===== config.mk =====
export PLATFORM = sky130hd
export DESIGN_NAME = pageWalker
export DESIGN_NICKNAME = d
export VERILOG_FILES = /design/src/rtl/walkPkg.sv /design/src/rtl/walkCtrl.sv /design/src/rtl/walkData.sv /design/src/rtl/pageWalker.sv
export SDC_FILE = /design/constraint.sdc
export NUM_CORES = 1
export LEC_CHECK = 0
export ABC_AREA = 1
export BUFFER_PORTS_ARGS = -buffer_cell sky130_fd_sc_hd__buf_2
export CORE_ASPECT_RATIO = 2
export CORE_UTILIZATION = 45
export DETAILED_ROUTE_END_ITERATION = 12
export PLACE_DENSITY = 0.72
export SYNTH_ARGS = -nofsm -noshare
export SYNTH_HDL_FRONTEND = slang
export SYNTH_SLANG_ARGS = --single-unit

===== constraint.sdc =====
create_clock -name clk -period 2.8 [get_ports clk]
set_clock_uncertainty 0.2 [all_clocks]
set_input_delay 0.56 -clock clk [delete_from_list [all_inputs] [get_ports clk]]
set_output_delay 0.56 -clock clk [all_outputs]
set_load 0.02 [all_outputs]

===== src/rtl/walkPkg.sv =====
package walkPkg;
  localparam int ADDR_W = 32;
  localparam int IDX_W = 10;
  localparam int OFF_W = 12;
  localparam int FRAME_W = ADDR_W - OFF_W;
  localparam int BIT_PRESENT = 0;
  localparam int BIT_WRITE = 1;
  localparam int BIT_USER = 2;

  typedef enum logic [1:0] {
    CAUSE_ABSENT = 2'd0,
    CAUSE_PRIV   = 2'd1,
    CAUSE_WRITE  = 2'd2
  } causeT;

  typedef enum logic [2:0] {
    ST_IDLE, ST_READ_PDE, ST_WAIT_PDE, ST_READ_PTE, ST_WAIT_PTE, ST_DONE
  } stateT;

  typedef struct packed {
    logic capture;
    logic issuePde;
    logic issuePte;
    logic takePde;
    logic takePte;
  } strobeT;

  typedef struct packed {
    logic  fault;
    causeT cause;
  } checkT;

  function automatic checkT checkEntry(logic [ADDR_W-1:0] entry, logic user,
                                       logic write, logic wp);
    checkT r;
    r.fault = 1'b1;
    r.cause = CAUSE_ABSENT;
    if (!entry[BIT_PRESENT]) r.cause = CAUSE_ABSENT;
    else if (user && !entry[BIT_USER]) r.cause = CAUSE_PRIV;
    else if (write && !entry[BIT_WRITE] && (user || wp)) r.cause = CAUSE_WRITE;
    else r.fault = 1'b0;
    return r;
  endfunction
endpackage


===== src/rtl/walkCtrl.sv =====
module walkCtrl
  import walkPkg::*;
(
  input  logic   clk,
  input  logic   rstN,
  input  logic   reqValid,
  input  logic   memRspValid,
  input  logic   entryFault,
  output strobeT strobe,
  output logic   reqReady,
  output logic   memReqValid,
  output logic   rspValid
);
  stateT state, stateNext;

  always_ff @(posedge clk) begin
    if (!rstN) state <= ST_IDLE;
    else       state <= stateNext;
  end

  always_comb begin
    stateNext = state;
    case (state)
      ST_IDLE:     if (reqValid) stateNext = ST_READ_PDE;
      ST_READ_PDE: stateNext = ST_WAIT_PDE;
      ST_WAIT_PDE: if (memRspValid) stateNext = entryFault ? ST_DONE : ST_READ_PTE;
      ST_READ_PTE: stateNext = ST_WAIT_PTE;
      ST_WAIT_PTE: if (memRspValid) stateNext = ST_DONE;
      ST_DONE:     stateNext = ST_IDLE;
      default:     stateNext = ST_IDLE;
    endcase
  end

  always_comb begin
    strobe.capture  = (state == ST_IDLE) && reqValid;
    strobe.issuePde = (state == ST_READ_PDE);
    strobe.issuePte = (state == ST_READ_PTE);
    strobe.takePde  = (state == ST_WAIT_PDE) && memRspValid;
    strobe.takePte  = (state == ST_WAIT_PTE) && memRspValid;
  end

  assign reqReady    = (state == ST_IDLE);
  assign memReqValid = strobe.issuePde || strobe.issuePte;
  assign rspValid    = (state == ST_DONE);
endmodule


===== src/rtl/walkData.sv =====
module walkData
  import walkPkg::*;
(
  input  logic              clk,
  input  logic              rstN,
  input  strobeT            strobe,
  input  logic [ADDR_W-1:0] reqAddr,
  input  logic              reqUser,
  input  logic              reqWrite,
  input  logic [ADDR_W-1:0] dirBase,
  input  logic              wpEnable,
  input  logic [ADDR_W-1:0] memRspData,
  output logic              entryFault,
  output logic [ADDR_W-1:0] memReqAddr,
  output logic              rspFault,
  output logic [1:0]        rspCause,
  output logic              rspLevel,
  output logic [ADDR_W-1:0] rspPhys,
  output logic [ADDR_W-1:0] rspAddr
);
  logic [ADDR_W-1:0]  linAddr, baseReg;
  logic               userReg, writeReg, wpReg;
  logic [FRAME_W-1:0] tableFrame;
  logic [IDX_W-1:0]   dirIdx, tblIdx;
  logic [ADDR_W-1:0]  pdeAddr, pteAddr;
  checkT              chk;

  assign dirIdx = linAddr[ADDR_W-1 -: IDX_W];
  assign tblIdx = linAddr[OFF_W +: IDX_W];
  assign pdeAddr = baseReg + {{(ADDR_W-IDX_W-2){1'b0}}, dirIdx, 2'b00};
  assign pteAddr = {tableFrame, {OFF_W{1'b0}}} + {{(ADDR_W-IDX_W-2){1'b0}}, tblIdx, 2'b00};
  assign memReqAddr = strobe.issuePte ? pteAddr : pdeAddr;

  assign chk = checkEntry(memRspData, userReg, writeReg, wpReg);
  assign entryFault = chk.fault;

  always_ff @(posedge clk) begin
    if (!rstN) begin
      linAddr    <= '0;
      baseReg    <= '0;
      userReg    <= 1'b0;
      writeReg   <= 1'b0;
      wpReg      <= 1'b0;
      tableFrame <= '0;
      rspFault   <= 1'b0;
      rspCause   <= 2'd0;
      rspLevel   <= 1'b0;
      rspPhys    <= '0;
    end else begin
      if (strobe.capture) begin
        linAddr  <= reqAddr;
        baseReg  <= dirBase;
        userReg  <= reqUser;
        writeReg <= reqWrite;
        wpReg    <= wpEnable;
      end
      if (strobe.takePde) begin
        tableFrame <= memRspData[ADDR_W-1:OFF_W];
        rspFault   <= chk.fault;
        rspCause   <= chk.cause;
        rspLevel   <= 1'b0;
      end
      if (strobe.takePte) begin
        rspFault <= chk.fault;
        rspCause <= chk.cause;
        rspLevel <= 1'b1;
        rspPhys  <= {memRspData[ADDR_W-1:OFF_W], linAddr[OFF_W-1:0]};
      end
    end
  end

  assign rspAddr = linAddr;
endmodule


===== src/rtl/pageWalker.sv =====
module pageWalker
  import walkPkg::*;
(
  input  logic        clk,
  input  logic        rstN,
  input  logic        reqValid,
  output logic        reqReady,
  input  logic [31:0] reqAddr,
  input  logic        reqUser,
  input  logic        reqWrite,
  input  logic [31:0] dirBase,
  input  logic        wpEnable,
  output logic        memReqValid,
  output logic [31:0] memReqAddr,
  input  logic        memRspValid,
  input  logic [31:0] memRspData,
  output logic        rspValid,
  output logic        rspFault,
  output logic [1:0]  rspCause,
  output logic        rspLevel,
  output logic [31:0] rspPhys,
  output logic [31:0] rspAddr
);
  strobeT strobe;
  logic   entryFault;

  walkCtrl uCtrl (
    .clk(clk), .rstN(rstN), .reqValid(reqValid), .memRspValid(memRspValid),
    .entryFault(entryFault), .strobe(strobe), .reqReady(reqReady),
    .memReqValid(memReqValid), .rspValid(rspValid)
  );

  walkData uData (
    .clk(clk), .rstN(rstN), .strobe(strobe), .reqAddr(reqAddr),
    .reqUser(reqUser), .reqWrite(reqWrite), .dirBase(dirBase),
    .wpEnable(wpEnable), .memRspData(memRspData), .entryFault(entryFault),
    .memReqAddr(memReqAddr), .rspFault(rspFault), .rspCause(rspCause),
    .rspLevel(rspLevel), .rspPhys(rspPhys), .rspAddr(rspAddr)
  );
endmodule


# Word-level counts from Yosys, hierarchy flattened
# Cells that the tools add are included.
[classes]
addsub = 2
eq_ne = 8
mux = 18
reduce_logical = 13
[ops]
columns = ["op", "count"]
rows = [
  ["adder 32 x 12 -> 32 bit", 2],
  ["2-to-1 mux 32 bit", 1],
  ["one-hot mux 3 bit (5 select lines)", 1],
  ["2-to-1 mux 3 bit", 4],
  ["2-to-1 mux 2 bit", 5],
  ["2-to-1 mux 1 bit", 7],
  ["== test 3 x 2 -> 1 bit (second input constant)", 2],
  ["== test 3 bit (second input constant)", 2],
  ["logical AND 1 bit", 6],
  ["inequality test 2 bit (second input constant)", 3],
  ["== test 3 x 1 -> 1 bit (second input constant)", 1],
  ["logical NOT 3 bit", 1],
  ["AND reduction 3 bit", 1],
  ["logical NOT 1 bit", 2],
  ["logical OR 1 bit", 2],
  ["nonzero test 2 bit", 1],
]
[totals]
register_bits = 126

# Longest topological paths before layout
[depth]
ltp_word = 9
mapped_depth = 13
ltp_nobuf = 13

# Modules after synthesis
# A second synthesis with hierarchy kept.
[unflattened]
hier_cells = 950
hier_area_um2 = 6177.2
[modules_own_cells]
columns = ["module", "instances", "cells_per_inst", "area_per_inst_um2", "seq_area_each_um2"]
rows = [
  ["walkData", 1, 905, 5916.9, 2462.4],
  ["walkCtrl", 1, 45, 260.2, 60.1],
]

# Worst setup path before layout
# OpenSTA, ideal clock, no wires.
[synth_path]
kind = "reg2out"
startpoint = "reg uData.linAddr[22], in the netlist uData.rspAddr[22]"
endpoint = "out memReqAddr[8]"
t_arrival_ns = 2.034
slack_ns = 0.006
path_stages_with_launch = 9
cell_sequence = "dfxtp_1 > ha_1 > fa_1 > nand3_1 > nand3_1 > nand2_1 > nand2_1 > xnor2_1 > o21ai_0"
[synth_via]
elab_chain_cells = 2
[synth_lines]
columns = ["item", "line", "source"]
rows = [
  ["start, declared", "walkData.sv:21", "logic [ADDR_W-1:0] linAddr, baseReg;"],
  ["start signal, assigned", "walkData.sv:51", "linAddr <= reqAddr;"],
  ["adder 32 x 12 -> 32 bit", "walkData.sv:30", "assign pdeAddr = baseReg + {{(ADDR_W-IDX_W-2){1'b0}}, dirIdx, 2'b00};"],
  ["2-to-1 mux 32 bit", "walkData.sv:32", "assign memReqAddr = strobe.issuePte ? pteAddr : pdeAddr;"],
  ["end, declared", "pageWalker.sv:14", "output logic [31:0] memReqAddr,"],
]
# Every way passes these cells.

# Worst setup path after layout
[layout_path]
startpoint = "reg uData.linAddr[27], in the netlist uData.rspAddr[27]"
endpoint = "out memReqAddr[16]"
# The elaborated chain is that of the path after synthesis.

==> metrics.yaml <==
setup_path:
  crit_cells: 12
  setup.worst_path.end: "memReqAddr[16]"
  crit_path_frequent_cell: "nand2_1"
  cp-start-kind: "flip-flop"
  arrival_ps: 2250
  crit_start: "uData.rspAddr[27]"
  required_ps: 2040
  crit_buf_inv: 2
  worstSetupEndpointType: "output port"
  crit_path_max_fanout: 7
  crit_slowest_cell: "dfxtp_4"
  crit_path_max_incr_delay_ps: 360
  crit_path_cell_trace: "ha_4 -> nand2_1 -> nand2_1 -> inv_1 -> nand2_1 -> nand2_1 -> nand3_4 -> nand2_1 -> nand2_1 -> nand3_2 -> o21ai_2 -> buf_4"
  crit_type: "reg2out"
  path_delay_family: "simple AND/OR/NAND/NOR gates"
  timing.rr.end: "uData.rspAddr[19]"
  reg2reg_depth: 7
  r2r_slack_ps: 600
  rr_startpoint: "uCtrl.state[1]"
synthesis:
  synth.area.top_cells: "dfxtp_1 (40%), nand2_1 (12%), a21oi_1 (10%), nand3_1 (8.1%), o21ai_0 (7.1%)"
  synth.most_common_cell: "nand2_1"
  synth_fp_nets: 1039
  yosysWarnings: 0
  async_reset_ff_frac: 0
  synth_top_area_cell: "dfxtp_1"
  synthTopCellsByCount: "nand2_1 (197), a21oi_1 (127), dfxtp_1 (126)"
  synth_edf_count: 0
  syn_area_per_cell_um2: 6.84
  synth.distinct_cells: 37
  synth_ff_type: "dfxtp_1"
  seq_area_frac_synth: 0.398
  synth_cells: 925
  netlist.area_leader.share: 0.398
  synth_seq_cells: 126
  syn_area_um2: 6330
routing:
  wl_mm: 20.6
  wl_per_cell_um: 15.7
  highest_layer: "met4"
  via_count: 6900
  vias_per_cell: 5.26
  wl_met1_mm: 7.66
  drt_pass1_iterations: 5
  drt_iter0_drc: 386
  dr_wl_met3_mm: 1.02
  dr_wl_met2_mm: 10.7
  drcViolationCount: 0
  antenna_left: 0
cells_and_area:
  areaGrowthSynthToFinish_pct: 38.3
  layout-drive-gt1-share: 0.366
  nets: 1225
  final_core_util: 0.634
  fin_cells: 1312
  antenna_cells: 0
power_and_ir_drop:
  p_seq_frac: 0.355
  pwr-share-comb: 0.307
  p_per_area_nw_per_um2: 721
  power.internal_w: 0.00401
  ir_drop_v: 0.000513
  p_sw_frac: 0.365
  p_leak_nw: 3.93
  p_sw_w: 0.00230
  power_frac_clock: 0.338
status:
  violations: "setup timing"
  status: "finished, violations left"
sta:
  final_max_slew_viol_count: 0
  finalCriticalPeriod_ps: 3010
  finalSetupViolCount: 22
  worst_pin_slew_ps: 646
  rsz0062_at_grt: "true"
  period_share: 1.08
  finalWorstSetupSlack_ps: -214
  hold_viol_final: 0
  max_slew_margin: 0.569
  tns_ps: -2480
  timing.fmax_ghz: 0.332
clock_network:
  cts_sinks: 126
  clkTransAtPathRegs_ps: 60
  clk_latency_ps: 420
  cts_made_buffers: 17
  cts_tree: "yes"
  cts_max_level: 4
  clockBufferDepth: 2
  cts-root-buf: "clkbuf_16"
placed_design:
  place.gp.congestion: 0.949
  placed_cells: 1266
  dpl.hpwl_mm: 14.0
  io_buffer_count: 196
die:
  start_util: 0.458
  die_y_um: 170
  io_pins: 206
  row_count: 61
  die_area_um2: 14600
  coreArea_um2: 13800
  die_w_um: 85.9
grt:
  grt-ovfl-total: 0
  antenna_found_initial: 0
  grt_max_degree: 76
  grt_usage: 0.277
  grt_pass1_vias: 6482
  grt_pass1_wl_mm: 31.3
flow_run:
  maxCapViolations: 0
min_path:
  worstHoldStart: "dirBase[2]"
  hp-class: "in2reg"
-- logic make-up after synthesis --
logic type      Yosys count  synth area share
buf+inv                 179             0.123
flops                   126             0.398
xor+xnor                  2           0.00277
simple gates            377             0.269
compound gates          230             0.183
fa+ha+maj                11            0.0229
-- how the worst min path moves through the flow --
stage	end	cells past startpoint
2_1_floorplan	uData.tableFrame[0]	2
3_3_place_gp	uData.rspPhys[7]	2
3_5_place_dp	uData.rspPhys[24]	2
4_1_cts	uData.baseReg[2]	3
5_1_grt	uData.rspAddr[23]	3
6_report	uData.baseReg[2]	3
-- placed cells by master, fill, tap and decap left out, types with 2 or more instances in the layout --
| cell | synthesis | final |
|---|---|---|
| buf_6 | 3 | 7 |
| buf_2 | 18 | 173 |
| buf_4 | 16 | 42 |
| o21ai_0 | 90 | 84 |
| nor2_2 | 8 | 13 |
| inv_1 | 111 | 107 |
| nor3_1 | 6 | 6 |
| nand3_2 | 4 | 23 |
| o21ai_2 | 0 | 2 |
| nand2_8 | 0 | 2 |
| clkbuf_16 | 0 | 17 |
| nand4_1 | 6 | 6 |
| clkinv_4 | 0 | 2 |
| clkbuf_8 | 0 | 2 |
| dfxtp_1 | 126 | 107 |
| buf_12 | 0 | 4 |
| nand2_4 | 0 | 5 |
| inv_2 | 7 | 11 |
| dfxtp_4 | 0 | 5 |
| nand3_4 | 1 | 9 |
| nand2_1 | 197 | 155 |
| nand2_2 | 7 | 42 |
| nand3_1 | 102 | 75 |
| o21ai_1 | 7 | 10 |
| nor2_4 | 3 | 7 |
| ha_4 | 0 | 10 |
| dfxtp_2 | 0 | 14 |
| clkinvlp_4 | 0 | 3 |
| inv_6 | 0 | 3 |
| a21oi_1 | 127 | 125 |
| nor2_1 | 35 | 26 |
| o22ai_1 | 4 | 4 |
| clkinv_2 | 0 | 3 |
-- metrics by stage --
step | power (W) | hold WS, ps | instance area (um2) | setup slack (ps)
after floorplan | 0.00335 | 225 | 6330 | 5.95
after global placement | 0.00386 | 230 | 7380 | 76.8
after detailed placement | 0.00388 | 235 | 7380 | 67.0
after CTS | 0.00619 | 191 | 8440 | -146
after global routing | 0.00660 | 192 | 8760 | -319
final | 0.00631 | 198 | 8760 | -214
-- flip-flops by register name, indices dropped and copies added, names as in the netlist --
signal / flops
uCtrl.state: 3
uData.baseReg: 32
uData.rspAddr: 32
uData.rspCause: 2
uData.rspFault: 1
uData.rspLevel: 1
uData.rspPhys: 32
uData.tableFrame: 20
uData.userReg: 1
uData.wpReg: 1
uData.writeReg: 1
-- routing by layer --
layer	GRT usage	vias to the layer above
li1	-	3384
met4	0.171	0
met5	0	-
met2	0.493	290
met3	0.0559	77
met1	0.293	3149
-- worst min-delay path: cells and delay by family --
kind / cells / cell delay (ps)
AND/OR/NAND/NOR: 1 / 70
AO/OA/AOI/OAI: 1 / 60
buffers and inverters: 1 / 100
-- final cells by class --
type                    count  area (um2)
repair buffers            226        1340
clock buffers              19         453
flip-flops and latches    126        2560
inverters                 120         453
fillers                  1215        5060
multi-input cells         620        3600
clock inverters            12         111
well taps                 189         236
-- timing repair --
item	CTS	global route
resized for setup	114	74
setup buffers	7	9
endpoints found under the hold margin	0	0
endpoints found under the setup margin	26	27
pin swaps	14	25
hold buffers	0	0
-- power by group through the flow --
stage | clock (W) | combinational [W] | sequential (W)
final | 0.00213 | 0.00194 | 0.00224
after global placement | 0 | 0.00163 | 0.00223
after detailed placement | 0 | 0.00164 | 0.00223
after global routing | 0.00223 | 0.00210 | 0.00227
after floorplan | 0 | 0.00108 | 0.00228
after CTS | 0.00215 | 0.00182 | 0.00223
Power figures use the tool's default switching activity.
